==> src/rtl/wdsup_pkg.sv <==
package wdsup_pkg;
    localparam int REG_AW = 2;
    localparam int REG_DW = 8;
    localparam int SEL_W  = 5;
    localparam int VSEL_W = 2;

    localparam logic [REG_AW-1:0] ADDR_CTL   = 2'd0;
    localparam logic [REG_AW-1:0] ADDR_CAUSE = 2'd1;
    localparam logic [REG_AW-1:0] ADDR_VSEL  = 2'd2;

    localparam logic [3:0] RESTART_KEY = 4'b1010;

    typedef struct packed {
        logic wdt;
        logic por;
        logic lv;
    } cause_t;
endpackage

==> src/rtl/wdsup_tick.sv <==
module wdsup_tick #(
    parameter int DIV = 50000
) (
    input  logic clk,
    input  logic rst_n,
    input  logic restart,
    output logic tick
);
    localparam int W = (DIV > 1) ? $clog2(DIV) : 1;

    typedef struct packed {
        logic [W-1:0] div;
    } st_t;

    st_t s_d, s_q;

    always_comb begin
        s_d  = s_q;
        tick = (s_q.div == W'(DIV - 1));
        if (restart || tick) s_d.div = '0;
        else                 s_d.div = s_q.div + W'(1);
    end

    always_ff @(posedge clk or negedge rst_n) begin
        if (!rst_n) s_q <= '0;
        else        s_q <= s_d;
    end
endmodule

==> src/rtl/wdsup_stretch.sv <==
module wdsup_stretch #(
    parameter int PULSE_TICKS = 100
) (
    input  logic clk,
    input  logic rst_n,
    input  logic trigger,
    input  logic tick,
    output logic active
);
    localparam int W = $clog2(PULSE_TICKS + 1);

    typedef struct packed {
        logic [W-1:0] left;
    } st_t;

    st_t s_d, s_q;

    always_comb begin
        s_d    = s_q;
        active = (s_q.left != '0);
        if (trigger)             s_d.left = W'(PULSE_TICKS);
        else if (tick && active) s_d.left = s_q.left - W'(1);
    end

    // power-up counts as a reset event: start loaded
    always_ff @(posedge clk or negedge rst_n) begin
        if (!rst_n) s_q <= '{left: W'(PULSE_TICKS)};
        else        s_q <= s_d;
    end
endmodule

==> src/rtl/wdsup_wdog.sv <==
module wdsup_wdog #(
    parameter int UNIT_TICKS = 100,
    parameter int SEL_W      = 5
) (
    input  logic             clk,
    input  logic             rst_n,
    input  logic             enable,
    input  logic [SEL_W-1:0] sel,
    input  logic             kick,
    input  logic             hold,
    input  logic             tick,
    output logic             expire
);
    localparam int LIMIT_MAX = ((1 << SEL_W) - 1) * UNIT_TICKS;
    localparam int CW        = $clog2(LIMIT_MAX + 1);

    typedef struct packed {
        logic [CW-1:0] cnt;
    } st_t;

    st_t           s_d, s_q;
    logic          armed;
    logic [CW-1:0] limit;

    always_comb begin
        s_d    = s_q;
        limit  = CW'(sel) * CW'(UNIT_TICKS);
        armed  = enable && (sel != '0) && !hold;
        expire = armed && !kick && tick && ((s_q.cnt + CW'(1)) == limit);
        if (!armed || kick || expire) s_d.cnt = '0;
        else if (tick)                s_d.cnt = s_q.cnt + CW'(1);
    end

    always_ff @(posedge clk or negedge rst_n) begin
        if (!rst_n) s_q <= '0;
        else        s_q <= s_d;
    end
endmodule

==> src/rtl/wdt_supervisor.sv <==
module wdt_supervisor
    import wdsup_pkg::*;
#(
    parameter int TICK_DIV    = 50000,
    parameter int UNIT_TICKS  = 100,
    parameter int PULSE_TICKS = 100
) (
    input  logic              clk,
    input  logic              rst_n,
    input  logic              lvd_below,
    input  logic              reg_we,
    input  logic [REG_AW-1:0] reg_addr,
    input  logic [REG_DW-1:0] reg_wdata,
    output logic [REG_DW-1:0] reg_rdata,
    output logic [VSEL_W-1:0] lvd_sel,
    output logic              rst_out_n
);
    typedef struct packed {
        logic              wd_en;
        logic [SEL_W-1:0]  wd_sel;
        logic [VSEL_W-1:0] vsel;
        cause_t            cause;
    } st_t;

    localparam st_t RESET_ST = '{wd_en: 1'b0, wd_sel: '0, vsel: '0,
                                 cause: '{wdt: 1'b0, por: 1'b1, lv: 1'b0}};

    st_t  s_d, s_q;
    logic tick, kick, wd_expire, pulse_active, event_any, tick_restart;
    logic wr_ctl, wr_cause, wr_vsel;

    always_comb begin
        s_d          = s_q;
        wr_ctl       = reg_we && (reg_addr == ADDR_CTL);
        wr_cause     = reg_we && (reg_addr == ADDR_CAUSE);
        wr_vsel      = reg_we && (reg_addr == ADDR_VSEL);
        kick         = wr_cause && (reg_wdata[3:0] == RESTART_KEY);
        event_any    = wd_expire || lvd_below;
        tick_restart = event_any || (kick && !pulse_active);

        if (wr_ctl) begin
            s_d.wd_en  = reg_wdata[7];
            s_d.wd_sel = reg_wdata[SEL_W-1:0];
        end
        if (wr_vsel) s_d.vsel = reg_wdata[VSEL_W-1:0];
        if (wr_cause) begin
            if (reg_wdata[7]) s_d.cause.wdt = 1'b0;
            if (reg_wdata[6]) s_d.cause.por = 1'b0;
            if (reg_wdata[5]) s_d.cause.lv  = 1'b0;
        end
        // a firing source wins over a same-cycle clear
        if (wd_expire) s_d.cause.wdt = 1'b1;
        if (lvd_below) s_d.cause.lv  = 1'b1;

        unique case (reg_addr)
            ADDR_CTL:   reg_rdata = {s_q.wd_en, 2'b00, s_q.wd_sel};
            ADDR_CAUSE: reg_rdata = {s_q.cause, 5'b00000};
            ADDR_VSEL:  reg_rdata = {{(REG_DW-VSEL_W){1'b0}}, s_q.vsel};
            default:    reg_rdata = '0;
        endcase

        lvd_sel   = s_q.vsel;
        rst_out_n = !pulse_active;
    end

    always_ff @(posedge clk or negedge rst_n) begin
        if (!rst_n) s_q <= RESET_ST;
        else        s_q <= s_d;
    end

    wdsup_tick #(.DIV(TICK_DIV)) u_tick (
        .clk     (clk),
        .rst_n   (rst_n),
        .restart (tick_restart),
        .tick    (tick)
    );

    wdsup_wdog #(.UNIT_TICKS(UNIT_TICKS), .SEL_W(SEL_W)) u_wdog (
        .clk    (clk),
        .rst_n  (rst_n),
        .enable (s_q.wd_en),
        .sel    (s_q.wd_sel),
        .kick   (kick),
        .hold   (pulse_active),
        .tick   (tick),
        .expire (wd_expire)
    );

    wdsup_stretch #(.PULSE_TICKS(PULSE_TICKS)) u_stretch (
        .clk     (clk),
        .rst_n   (rst_n),
        .trigger (event_any),
        .tick    (tick),
        .active  (pulse_active)
    );
endmodule

==> config.mk <==
export PLATFORM = sky130hd
export DESIGN_NAME = wdt_supervisor
export DESIGN_NICKNAME = d
export VERILOG_FILES = /design/src/rtl/wdsup_pkg.sv /design/src/rtl/wdsup_tick.sv /design/src/rtl/wdsup_stretch.sv /design/src/rtl/wdsup_wdog.sv /design/src/rtl/wdt_supervisor.sv
export SDC_FILE = /design/constraint.sdc
export NUM_CORES = 1
export LEC_CHECK = 0
export BUFFER_PORTS_ARGS = -buffer_cell sky130_fd_sc_hd__buf_4
export CORE_MARGIN = 3
export CORE_UTILIZATION = 61
export DETAILED_ROUTE_END_ITERATION = 6
export PLACE_DENSITY = 0.81
export SETUP_SLACK_MARGIN = 0.15
export SYNTH_ARGS = -nofsm -noshare
export SYNTH_HDL_FRONTEND = slang
export SYNTH_SLANG_ARGS = --single-unit
export TNS_END_PERCENT = 20
==> constraint.sdc <==
create_clock -name clk -period 4.3 [get_ports clk]
set_input_delay 1.075 -clock clk [delete_from_list [all_inputs] [get_ports clk]]
set_output_delay 1.075 -clock clk [all_outputs]
set_load 0.01 [all_outputs]
After elaboration in Yosys (flattened, before gate mapping)
Index checks and enable logic that the tools add are counted.

word-level totals
  output and inout bits = 11
  register bits = 46
  word-level logic and storage cells = 61

cells by class
  muxes and demuxes = 12
  equality and inequality tests = 5
  $mul = 1
  add/sub/neg operators = 3
  reductions and logical operators = 31

operators by type and width
  kind                                               number
  two-way mux 12 bit                                 2
  one-hot mux 8 bit (3 select lines)                 1
  adder 16 x 1 -> 16 bit, second input constant      1
  == test 16 bit, second input constant              1
  two-way mux 16 bit                                 1
  two-way mux 7 bit                                  2
  adder 12 x 1 -> 12 bit, second input constant      1
  == test 12 bit                                     1
  nonzero test 2 bit                                 6
  logical AND 1 bit                                  11
  multiplier 5 x 5 -> 10 bit, second input constant  1
  nonzero test 7 bit                                 1
  subtractor 7 x 1 -> 7 bit, second input constant   1
  AND reduction 2 bit                                3
  logical OR 1 bit                                   5
  two-way mux 1 bit                                  5
  nonzero test 5 bit                                 1
  == test 4 bit, second input constant               1
  logical NOT 1 bit                                  3
  two-way mux 3 bit                                  1
  == test 2 x 1 -> 1 bit, second input constant      1
  == test 2 bit, second input constant               1
  logical NOT 2 bit                                  1

Longest topological paths before layout
Gate-level depths: netlist (run 1).

  depth in word-level cells = 11
  depth in mapped cells = 13
  gate-level depth less buffers = 12

Modules after synthesis
Synthesis (run 1) repeated with hierarchy kept, for this count alone.

second synthesis, totals
  cell total of the unflattened synthesis = 332
  area total of the unflattened synthesis = 3226.8 um2

by module, submodules not included
  module          instances  area an instance (um2)  sequential area each (um2)  cells each
  wdsup_wdog      1          1422.6                  300.3                       159
  wdsup_tick      1          799.5                   400.4                       80
  wdt_supervisor  1          598.1                   276.5                       51
  wdsup_stretch   1          406.6                   178.9                       42

Least setup slack after synthesis (run 1)
No wires, ideal clock.

  path type = reg2reg
  start point = register s_q[5] (netlist bit)
  end point = register u_stretch.s_q[0] (netlist bit)
  cell stages (with the launch flop) = 14
  arrival time = 3.191 ns
  clock period less this slack = 3.323 ns
  setup time = 0.133 ns
  slack = 0.977 ns
  path through = dfrtp_1 inv_1 ha_1 ha_1 ha_1 inv_1 fa_1 xor2_1 nor2_1 a2111oi_0 nand4_2 nor4_4 buf_6 nor3_1

between the ends
  word-level cells in the longest chain between the ends = 8
  elaborated cells between the ends (all ways) = 11
  those cells by class = mul (1); eq/ne (1); mux (1); reduce/logical (8)

ends and longest elaborated chain
  what                                                                                RTL line              source
  from (decl)                                                                         wdt_supervisor.sv:28  st_t s_d, s_q;
  from (signal assigned)                                                              wdt_supervisor.sv:67  if (!rst_n) s_q <= RESET_ST;
  from (signal assigned)                                                              wdt_supervisor.sv:68  else s_q <= s_d;
  parallel branches: the longest is 5 deep, another holds multiplier 5 x 5 -> 10 bit  --
  logical AND 1 bit *                                                                 wdsup_wdog.sv:29      expire = armed && !kick && tick && ((s_q.cnt + CW'(1)) == limit);
  logical OR 1 bit *                                                                  wdt_supervisor.sv:38  event_any = wd_expire || lvd_below;
  two-way mux 7 bit / nonzero test 2 bit (equally long branches)                      --
  to (signal assigned)                                                                wdsup_stretch.sv:27   if (!rst_n) s_q <= '{left: W'(PULSE_TICKS)};
  to (decl)                                                                           wdsup_stretch.sv:16   st_t s_d, s_q;

Mark *: on every way between the ends.
A chain may end at the register's enable or synchronous reset.

Worst setup path in the final report (run 1)
  start point = register s_q[5] (netlist bit)
  end point = register u_stretch.s_q[2] (netlist bit)

The elaborated chain is that of the path after synthesis.

==> results of run 1 <==
layout make-up:
class / count / area (um2)
clock buffer: 5 / 68.82
clock inverter: 3 / 45.04
fill: 412 / 1383
inverter: 14 / 52.55
multi-input combinational: 278 / 1927
sequential: 46 / 1156
tap: 67 / 83.83
timing repair buffer: 26 / 195.2
placed cells by master, fill, tap and decap left out, types with 2 or more instances in the layout:
cell type,n
nor2_1,45
dfrtp_1,42
nand2_1,40
buf_4,26
ha_1,23
xnor2_1,18
xor2_1,17
inv_1,14
o21ai_0,13
a21oi_1,12
nand3_1,11
and3_1,7
nand4_1,7
nor3_1,6
and2_1,6
or3_1,6
mux2i_1,5
and4_1,5
clkbuf_8,5
and3b_1,4
nor4bb_1,4
mux2_2,4
dfstp_2,4
a211o_1,3
nand2b_1,3
nor2b_1,3
nand3b_1,3
a21o_1,3
o2111ai_1,2
or4_1,2
clkinvlp_4,2
power groups by stage:
stage               clock [mW]  combinational, mW  sequential [mW]
floorplan                    0              0.288            0.470
global placement             0              0.370            0.475
detailed placement           0              0.381            0.477
CTS                      0.330              0.383            0.468
global route             0.345              0.431            0.471
finish                   0.320              0.383            0.468
how the worst max path moves through the flow:
stage / slack [ns] / start / to / cells after the start
3_5_place_dp: 0.69 / s_q[5] / u_stretch.s_q[2] / 13
4_1_cts: 0.67 / s_q[5] / u_stretch.s_q[2] / 13
5_1_grt: 0.32 / s_q[5] / u_stretch.s_q[2] / 13
3_3_place_gp: 0.81 / s_q[5] / u_wdog.s_q[6] / 13
2_1_floorplan: 0.98 / s_q[5] / u_stretch.s_q[0] / 13
6_report: 0.67 / s_q[5] / u_stretch.s_q[2] / 13
registers in the layout (all words and copies together), names as in the netlist:
name / flops
s_q: 9
u_tick.s_q: 16
u_stretch.s_q: 7
lvd_sel: 2
u_wdog.s_q: 12
per-stage QoR:
stage | instance area [um2] | util (%) | cells | setup WS (ns) | hold slack (ns)
after CTS | 3528 | 71.85 | 439 | 0.6711 | 0.4612
after global placement | 3415 | 69.53 | 431 | 0.8142 | 0.4402
final | 3528 | 71.85 | 439 | 0.6657 | 0.4582
after floorplan | 3228 | - | 357 | 0.9765 | 0.4251
after global routing | 3528 | 71.85 | 439 | 0.3200 | 0.4822
after detailed placement | 3415 | 69.53 | 431 | 0.6904 | 0.4478
worst max-delay path, cell delays in order, from the launching register on:
cell	delay [ns]
dfrtp_1	0.48
inv_1	0.09
ha_1	0.30
ha_1	0.28
ha_1	0.16
inv_1	0.05
fa_1	0.39
xor2_1	0.38
nor2_1	0.10
a2111oi_0	0.50
nand4_2	0.19
nor4_4	0.28
buf_4	0.24
or3_1	0.14
cells by family after synthesis:
logic type	Yosys count
AND/OR/NAND/NOR	163
adder cells (fa/ha/maj)	24
flip-flops	46
XOR/XNOR	36
AO/OA/AOI/OAI	46
buffers and inverters	33
multiplexers	9
routing by layer:
metal	up-vias	wire length (um)	share of wire [%]
met1	1234	3207	46
met3	9	316	4.5
met5	-	0	0
li1	1269	-	-
met4	0	63	0.90
met2	69	3419	49
==> flow_summary.yaml, run 1 <==
cts:
  cts.sinks: 46
  htree_levels: 2
  clock_path_buffers: 2
  cts_buffers: 5
  path_clk_slew_ns: 0.09
  clk_latency_ns: 0.30
  cts_resized: 0
  cts_tree: "built"
  ctsHoldBuffers: 0
  post_cts_buffers: 0
  cts-root-buf: "clkbuf_8"
worst_setup_path:
  cp-start-kind: "flip-flop"
  worstReg2RegStart: "s_q[5]"
  arrival_ns: 3.88
  critical_path_class: "flip-flop to flip-flop"
  r2r_end: "u_stretch.s_q[2]"
  r2r_slack_ns: 0.67
  cp-end-kind: "flip-flop"
  crit_required_ns: 4.55
  reg2reg_depth: 13
  path_max_fanout: 14
power_and_ir_drop:
  power.density_nw_per_um2: 332.2
  p_leak_nw: 1.629
  p_int_mw: 0.7776
  pwr-share-comb_pct: 32.7
  pwr-share-seq_pct: 40.0
  vdd_ir_drop_max_mv: 0.1844
  swShare_pct: 33.65
  total_power_mw: 1.172
  power.switching_mw: 0.3944
  p_clk_share_pct: 27.3
hold_path:
  min_delay_path_depth: 1
  hp-start: "u_tick.s_q[0]"
  holdCritPathClass: "flip-flop to flip-flop"
  whs_endpoint: "u_tick.s_q[0]"
synth:
  synth_area_leader_cell: "dfrtp_1"
  synth_edf_count: 0
  synth_adder_area_share_pct: 9.535
  synthSimpleGateAreaFrac_pct: 27.09
  ys_warn_count: 0
  syn_avg_cell_area_um2: 9.042
  synth_top_family_by_area: "simple AND/OR/NAND/NOR gates"
  ys_seq_elements: 46
  ys_seq_area_share_pct: 35.81
  synth.top_cell.area_share_pct: 32.56
  syn_nets: 395
  ys.flop_type: "dfrtp_1"
  synth_cells: 357
  synthMuxAreaShare_pct: 2.946
  synth.top_cells.by_area: "dfrtp_1, ha_1, nor2_1"
  yosysMostFrequentCell: "nor2_1"
  synthXorXnorAreaFrac_pct: 10.19
  synthDistinctLibCells: 59
  synth_common_cells: "nor2_1, dfrtp_1, nand2_1, ha_1, xnor2_1"
  synthesis.area_um2: 3228
  async_flop_share_pct: 100.0
  synth-compound-area-share_pct: 9.922
global_routing:
  grt_pass1_vias: 2518
  grt_busiest_layer: "met2"
  grt_pass1_wl_mm: 11.92
  antenna_found_initial: 0
  grt_use_total_pct: 24.14
  use_met2_pct: 40.15
  grt_max_degree: 47
  use_met3_pct: 4.082
  met1_usage_pct: 32.38
  overflow: 0
sta:
  relSlewSlack_pct: 59.26
  skew_ns: 0.008010
  fin_crit_ns: 3.634
  finalCritPeriodShare_pct: 84.52
  finalMaxSlewViolations: 0
  hold_viol_final: 0
  tns_ns: 0
  worstMarginPinSlew_ns: 0.6092
  max_freq_mhz: 275.2
  finalSetupViolations: 0
  rsz0062_at_grt: "no"
routing:
  vias: 2581
  wl_per_cell_um: 15.96
  viasPerCell: 5.879
  detail_route.iter0.violations: 192
  route.detailed.drc: 0
  firstDrtPassIters: 4
  wl_mm: 7.007
  postRouteAntennaNets: 0
die:
  io_pins: 25
  start_util_pct: 65.73
  rows: 25
  die_width_um: 78.75
  die_h_um: 78.75
  core_um2: 4911
  dieArea_um2: 6201
placement:
  dp_hpwl_mm: 5.239
  io_buffers: 24
  place.gp.congestion: 1.012
run_status:
  outcome: "finished, final reports clean"
final_layout:
  antenna_cells: 0
  area_delta_synth_final_pct: 9.302
  drive_gt1_share_pct: 13.44
  nets: 409
flow_run:
  maxCapViolations: 0
No activity file was read; power rests on OpenSTA's default activity.
==> run 2: changes to the inputs <==
clock period = 3.7 ns   (was 4.3 ns; I/O delays follow)
==> run 2 against run 1 <==
Sequential share of layout area decreased by 0.17 points. Hold slack gained 0.010 ns. Critical endpoint is now u_stretch.s_q[5]. Largest power group unchanged. Critical path type unchanged. Clock-buffer cell count unchanged.
==> flow_summary.yaml, run 2 (synthesis gave the netlist of run 1 again) <==
sta:
  rsz0062_at_grt: "no"
  max_freq_mhz: 290.6
  relSlewSlack_pct: 60.67
  worstMarginPinSlew_ns: 0.5899
  setup_slack_ns: 0.2583
  hold_slack_ns: 0.4684
  hold_viol_final: 0
  fin_crit_ns: 3.442
  finalCritPeriodShare_pct: 93.02
  finalSetupViolations: 0
  skew_ns: 0.006791
  finalMaxSlewViolations: 0
  tns_ns: 0
cts:
  cts-root-buf: "clkbuf_8"
  cts.sinks: 46
  htree_levels: 2
  ctsHoldBuffers: 0
  cts_buffers: 5
  clock_path_buffers: 2
  post_cts_buffers: 0
  cts_resized: 0
  cts_tree: "built"
  path_clk_slew_ns: 0.08
  clk_latency_ns: 0.30
final_layout:
  antenna_cells: 0
  nets: 412
  reg_top3: "u_tick.s_q: 16 flops, u_wdog.s_q: 12 flops, s_q: 9 flops"
  drive_gt1_share_pct: 14.93
  multi_input_area_um2: 1949
  fillerInstances: 404
  utilization_pct: 72.31
  largest_reg_flops: 16
  final_common_cell: "nor2_1"
  area_delta_synth_final_pct: 10.00
  mostFrequentLayoutCells: "nor2_1, dfrtp_1, nand2_1, buf_4, ha_1"
  top_register: "u_tick.s_q"
  regArea_um2: 1157
die:
  core_um2: 4911
  rows: 25
  die_width_um: 78.75
  die_h_um: 78.75
  dieArea_um2: 6201
  start_util_pct: 65.73
  io_pins: 25
power_and_ir_drop:
  power.switching_mw: 0.4881
  total_power_mw: 1.344
  swShare_pct: 36.31
  pwr-share-comb_pct: 36.7
  pwr-share-seq_pct: 40.4
  power.density_nw_per_um2: 378.6
  vdd_ir_drop_max_mv: 0.2839
  p_leak_nw: 1.639
  p_clk_share_pct: 22.9
  p_int_mw: 0.8563
routing:
  firstDrtPassIters: 6
  detail_route.iter0.violations: 232
  viasPerCell: 5.885
  wl_mm: 7.176
  route.detailed.drc: 0
  wl_per_cell_um: 16.24
  postRouteAntennaNets: 0
  vias: 2601
global_routing:
  grt_pass1_wl_mm: 12.19
  grt_use_total_pct: 24.72
  grt_pass1_vias: 2562
  antenna_found_initial: 0
  overflow: 0
  grt_max_degree: 47
placement:
  io_buffers: 24
  place_ws_ns: 0.1980
  dp_hpwl_mm: 5.307
  place.gp.congestion: 0.9524
flow_run:
  maxCapViolations: 0
worst_setup_path:
  arrival_ns: 3.69
  cp-start-kind: "flip-flop"
  critical_path_class: "flip-flop to flip-flop"
  crit_required_ns: 3.94
  path_max_fanout: 14
  cp-end-kind: "flip-flop"
run_status:
  outcome: "finished, final reports clean"
hold_path:
  holdCritPathClass: "flip-flop to flip-flop"
-- run 2: cell types whose count changed in the layout (fill, tap and decap cells not counted), sizes merged --
cell,previous run,this run
clkinvlp,2,1
buf,26,29
clkinv,0,2
bufinv,1,0
-- run 2: power by group through the flow --
| stage | Sequential, mW | Combinational [mW] | Clock [mW] |
|---|---|---|---|
| after floorplan | 0.546 | 0.335 | 0 |
| after global placement | 0.550 | 0.451 | 0 |
| after detailed placement | 0.552 | 0.468 | 0 |
| after CTS | 0.542 | 0.472 | 0.313 |
| after global routing | 0.546 | 0.547 | 0.338 |
| final | 0.543 | 0.494 | 0.307 |
-- run 2: worst paths after layout --
kind,start,to,slack [ns],depth (start not counted)
max,s_q[5],u_stretch.s_q[5],0.26,12
min,u_tick.s_q[0],u_tick.s_q[0],0.47,1
max reg2reg,s_q[5],u_stretch.s_q[5],0.26,12
min reg2reg,u_tick.s_q[0],u_tick.s_q[0],0.47,1
max in group asynchronous,rst_n,s_q[5],2.64,1
min in group asynchronous,rst_n,u_wdog.s_q[11],0.60,1
-- run 2: metal layers --
layer | wire length (um) | GRT usage, % | up-vias
met1 | 3382 | 34.47 | 1264
met3 | 233 | 3.628 | 17
met5 | 0 | 0 | -
met4 | 138 | 6.818 | 0
li1 | - | - | 1273
met2 | 3422 | 40.32 | 47
-- run 2: worst max-delay path, stage by stage, from the launching register on --
cell	delay [ns]
dfrtp_2	0.45
inv_1	0.08
ha_1	0.29
ha_1	0.28
ha_1	0.21
inv_1	0.07
fa_1	0.42
xor2_1	0.19
o311ai_0	0.55
o2111ai_1	0.30
nor4_4	0.20
buf_4	0.23
or3_1	0.13
-- run 2: stage by stage --
stage                     instances  area, um2
after floorplan                 357       3228
after global routing            442       3551
final                           442       3551
after CTS                       442       3527
after detailed placement        434       3437
after global placement          434       3437
-- run 2: layout make-up --
type	count	share of cell area [%]
multi-input cells	278	54.90
flip-flops and latches	46	32.59
repair buffers	29	6.131
well taps	67	2.361
clock buffers	5	1.938
inverters	14	1.480
clock inverters	3	0.5990
